<file path="config.mk">
export PLATFORM = sky130hd
export DESIGN_NAME = uart_frame_tx
export DESIGN_NICKNAME = d
export VERILOG_FILES = /design/src/rtl/uart_frame_tx.sv
export SDC_FILE = /design/constraint.sdc
export NUM_CORES = 1
export LEC_CHECK = 0
export ABC_AREA = 1
export ABC_CLOCK_PERIOD_IN_PS = 1900
export BUFFER_PORTS_ARGS = -buffer_cell sky130_fd_sc_hd__buf_2
export CORE_MARGIN = 10
export CORE_UTILIZATION = 60
export CTS_BUF_LIST = sky130_fd_sc_hd__clkbuf_2
export DETAILED_ROUTE_END_ITERATION = 6
export GPL_TIMING_DRIVEN = 0
export PLACE_DENSITY = 0.91
export SYNTH_ARGS = -nofsm -noshare
export SYNTH_HDL_FRONTEND = slang
export SYNTH_SLANG_ARGS = --single-unit
</file>
<file path="constraint.sdc">
create_clock -name clk -period 1.9 [get_ports clk]
set_input_delay 0.38 -clock clk [delete_from_list [all_inputs] [get_ports clk]]
set_output_delay 0.38 -clock clk [all_outputs]
set_load 0.005 [all_outputs]
</file>
<file path="src/rtl/uart_frame_tx.sv">
module uart_frame_tx #(
  parameter int CLK_DIV = 434
) (
  input  logic       clk,
  input  logic       rst_n,
  input  logic       send,
  input  logic [7:0] data,
  input  logic [1:0] fmt_len,
  input  logic       fmt_par_en,
  input  logic       fmt_par_odd,
  input  logic       fmt_stop2,
  output logic       busy,
  output logic       txd
);
  localparam int CW = (CLK_DIV > 2) ? $clog2(CLK_DIV) : 1;
  localparam logic [CW-1:0] CNT_LAST = CW'(CLK_DIV - 1);

  typedef enum logic [2:0] {S_IDLE, S_START, S_DATA, S_PAR, S_STOP} phase_t;

  phase_t        phase;
  logic [CW-1:0] cnt;
  logic [7:0]    shreg;
  logic [2:0]    bit_idx;
  logic [2:0]    last_idx;
  logic          par_acc;
  logic          par_on;
  logic          two_stop;
  logic          stop_idx;
  logic          armed;

  wire tick  = busy && (cnt == CNT_LAST);
  wire start = !busy && armed && send;

  always_ff @(posedge clk) begin
    if (!rst_n)
      armed <= 1'b0;
    else if (!busy && !send)
      armed <= 1'b1;
    else if (start)
      armed <= 1'b0;
  end

  always_ff @(posedge clk) begin
    if (!rst_n)
      cnt <= '0;
    else if (start || tick)
      cnt <= '0;
    else if (busy)
      cnt <= cnt + 1'b1;
  end

  always_ff @(posedge clk) begin
    if (!rst_n) begin
      phase    <= S_IDLE;
      busy     <= 1'b0;
      txd      <= 1'b1;
      shreg    <= '0;
      bit_idx  <= '0;
      last_idx <= '0;
      par_acc  <= 1'b0;
      par_on   <= 1'b0;
      two_stop <= 1'b0;
      stop_idx <= 1'b0;
    end else if (start) begin
      phase    <= S_START;
      busy     <= 1'b1;
      txd      <= 1'b0;
      shreg    <= data;
      par_acc  <= fmt_par_odd;
      par_on   <= fmt_par_en;
      two_stop <= fmt_stop2;
      bit_idx  <= '0;
      case (fmt_len)
        2'b00:   last_idx <= 3'd4;
        2'b01:   last_idx <= 3'd6;
        default: last_idx <= 3'd7;
      endcase
    end else if (tick) begin
      case (phase)
        S_START: begin
          phase   <= S_DATA;
          txd     <= shreg[0];
          par_acc <= par_acc ^ shreg[0];
          shreg   <= {1'b0, shreg[7:1]};
          bit_idx <= '0;
        end
        S_DATA: begin
          if (bit_idx == last_idx) begin
            if (par_on) begin
              phase <= S_PAR;
              txd   <= par_acc;
            end else begin
              phase    <= S_STOP;
              txd      <= 1'b1;
              stop_idx <= 1'b0;
            end
          end else begin
            txd     <= shreg[0];
            par_acc <= par_acc ^ shreg[0];
            shreg   <= {1'b0, shreg[7:1]};
            bit_idx <= bit_idx + 1'b1;
          end
        end
        S_PAR: begin
          phase    <= S_STOP;
          txd      <= 1'b1;
          stop_idx <= 1'b0;
        end
        S_STOP: begin
          if (stop_idx == two_stop) begin
            phase <= S_IDLE;
            busy  <= 1'b0;
          end else begin
            stop_idx <= 1'b1;
          end
        end
        default: begin
          phase <= S_IDLE;
          busy  <= 1'b0;
          txd   <= 1'b1;
        end
      endcase
    end
  end

  assert_idle_high_R1: assert property (@(posedge clk) disable iff (!rst_n)
    !busy |-> txd);

  assert_start_low_R2: assert property (@(posedge clk) disable iff (!rst_n)
    $rose(busy) |-> !txd);

  assert_stop_high_R5: assert property (@(posedge clk) disable iff (!rst_n)
    (phase == S_STOP) |-> txd);

  assert_bit_hold_R6: assert property (@(posedge clk) disable iff (!rst_n)
    (busy && $past(busy) && !$past(tick)) |-> $stable(txd));

  assert_busy_needs_send_R8: assert property (@(posedge clk) disable iff (!rst_n)
    $rose(busy) |-> $past(send));

  assert_no_back_to_back_R8: assert property (@(posedge clk) disable iff (!rst_n)
    $fell(busy) |=> !busy);
endmodule

</file>
==> results.ini <==
[sta]
rsz0062_at_grt=no
final_max_slew_viol_count=0
fin_setup_tns_ns=0
slew_headroom_pct=81.5
fmax_mhz=628
final-setup-viol-count=0
tightestPinTransition_ns=0.274
min_period_over_period_pct=83.8
fin_skew_ns=0.0135
hold_viol_final=0
period_minus_slack_ns=1.59

[yosys]
synth.ff_latch_count=33
synth.area.top_cells=dfxtp_1 (38%), nand2_1 (12%), nor2_1 (7.5%)
netlist_area_mm2=0.00176
synth_edf_count=0
ys_types=32
syn_inst=241
synth_ff_type=dfxtp_1
ys_seq_area_share_pct=37.5
synthArstFlopShare_pct=0
avgSynthCellArea_um2=7.31
ys.warnings.count=0
synth_top_cell_area_share_pct=37.5
synth_nets=260
synth_top_area_cell=dfxtp_1

[global_routing]
grt_use_met1_pct=15.6
overflow=0
gr-usage-met3_pct=4.12
antenna_found_initial=0
busiest_layer=met2
grt_pass1_wl_mm=5.99
first_global_vias=1425
met2_usage_pct=22.5
grt_max_degree=11
grt_use_total_pct=13.4

[worst_setup_path]
cp_slowest_cell=dfxtp_1
regToRegSetupSlack_ns=0.31
crit_chain=ha_1 > nand2_1 > nor2_1 > nand3_4 > inv_1 > nand3_1 > o21ai_0 > nor2_1
critPathLaunchType=flop
crit_family=simple AND/OR/NAND/NOR gates
path_max_fanout=5
arrival_ns=1.89
required_ns=2.19
cp_common_cell=nor2_1
critPathKind=flop to flop
cpPeakStageDelay_ns=0.41
worst-path-buf-inv=1
cp-end-kind=flop
reg2reg_depth=8
cp.depth=8

[layout]
final_cell_mix=nand2_1 (54), nor2_1 (35), dfxtp_1 (33)
syn_to_final_growth_pct=9.16
stdcell_count=297
final_cell_area_mm2=0.00192
mostFrequentLayoutCell=nand2_1
nNetsFinal=284
drive_gt1_share_pct=19.9
num_antenna_cells=0

[hold_path]
holdPathStages=3
min_path_type=input port to flop

[floorplan]
rows=19
initial_utilization_pct=63.3
core_mm2=0.00278
dieArea_mm2=0.00550
fp.dieW_um=74.2
die_h_um=74.2
io_pins=18

[clocking]
htreeDepth=2
clock_latency_ns=0.38
clock-sinks=33
cts_tree=done
post_cts_buffers=0
clk_path_buf_depth=2
cts_root_buf=clkbuf_2
holdBufCountCts=0
postCtsResizedCells=0
numCtsBuffers=5
path_clk_slew_ns=0.17

[job]
drv_cap=0

[detailed_routing]
ant_nets=0
drt_iter0_markers=162
via_per_inst=5.25
drt_pre_antenna_iters=4
drt_wl_total_mm=3.48
drt-wirelength-per-cell_um=11.7
drc=0
vias=1559

[power]
combPwrFrac_pct=11.9
powerDensity_mw_per_mm2=620
switchingPower_mw=0.342
vdd_drop_max_mv=0.488
power_leakage_nw=0.825
p_int_mw=0.850
switching_share_pct=28.7
power_frac_seq_pct=60.9
power_frac_clock_pct=27.2

[outcome]
run_status=finished clean

[placement]
hpwl_mm=2.59
portBuffers=17
dpl.cell_count=289
placed_area_mm2=0.00189
finalWeightedCongestion=0.870

-- cell usage after synthesis, types with 3 or more instances --
master,instances
nand2_1,54
nor2_1,35
dfxtp_1,33
a21oi_1,23
inv_1,20
nand3_1,17
o21ai_0,11
nand2_2,5
nor3b_1,5
nor2_4,4
buf_6,3
ha_1,3
inv_2,3
nand2_4,3
nand4_1,3
or2_2,3
-- path summary, 6_finish.rpt --
path | from | end
max | cnt[0] | phase[1]
min | data[7] | shreg[7]
max reg2reg | cnt[0] | phase[1]
min reg2reg | last_idx[0] | last_idx[0]
-- worst min-delay path: stages --
cell,delay (ns)
buf_2,0.09
nand2_1,0.06
a21oi_1,0.06
-- metrics by stage --
step / hold WS [ns] / power [mW] / setup WS [ns] / util (%)
5_1_grt: 0.214 / 1.25 / 0.145 / 69.1
3_3_place_gp: 0.452 / 0.878 / 0.361 / 67.8
3_5_place_dp: 0.461 / 0.882 / 0.333 / 67.8
2_1_floorplan: 0.443 / 0.840 / 0.518 / -
4_1_cts: 0.208 / 1.20 / 0.294 / 69.1
6_report: 0.230 / 1.19 / 0.308 / 69.1
-- registers in the layout (all words and copies together), names as in the netlist --
| register | cells |
|---|---|
| bit_idx | 3 |
| armed | 1 |
| shreg | 8 |
| cnt | 9 |
| par_on | 1 |
| phase | 3 |
| last_idx | 3 |
| txd | 1 |
| two_stop | 1 |
| busy | 1 |
| stop_idx | 1 |
| par_acc | 1 |
-- layer usage --
metal | vias up | part of all wire, %
li1 | 824 | -
met1 | 687 | 46
met2 | 40 | 46
met3 | 8 | 6.1
met4 | 0 | 1.6
met5 | - | 0
-- area by class of cell --
| cell class | instances | area, µm² |
|---|---|---|
| Multi-Input combinational cell | 180 | 961 |
| Fill cell | 242 | 858 |
| Sequential cell | 33 | 661 |
| Inverter | 24 | 92.6 |
| Timing Repair Buffer | 17 | 85.1 |
| Buffer | 4 | 47.5 |
| Tap cell | 31 | 38.8 |
| Clock buffer | 5 | 25.0 |
| Clock inverter | 3 | 12.5 |
-- power groups by stage --
| stage | clock network, mW | logic [mW] | registers (mW) |
|---|---|---|---|
| after floorplan | 0 | 0.102 | 0.738 |
| after global placement | 0 | 0.138 | 0.740 |
| after detailed placement | 0 | 0.141 | 0.741 |
| after CTS | 0.336 | 0.142 | 0.726 |
| after global routing | 0.365 | 0.160 | 0.729 |
| final | 0.324 | 0.142 | 0.726 |
-- logic make-up (layout without fill, tap and decap cells) --
group | Yosys count | after routing | share of synthesized area [%]
adders and majority gates | 3 | 3 | 2.13
AOI/OAI and AO/OA | 37 | 37 | 10.9
buffers and inverters | 28 | 53 | 7.95
and+or+nand+nor | 137 | 137 | 39.6
DFF | 33 | 33 | 37.5
xor gates and xnor gates | 3 | 3 | 1.92
Note: power is estimated with default switching activity, not from simulation.
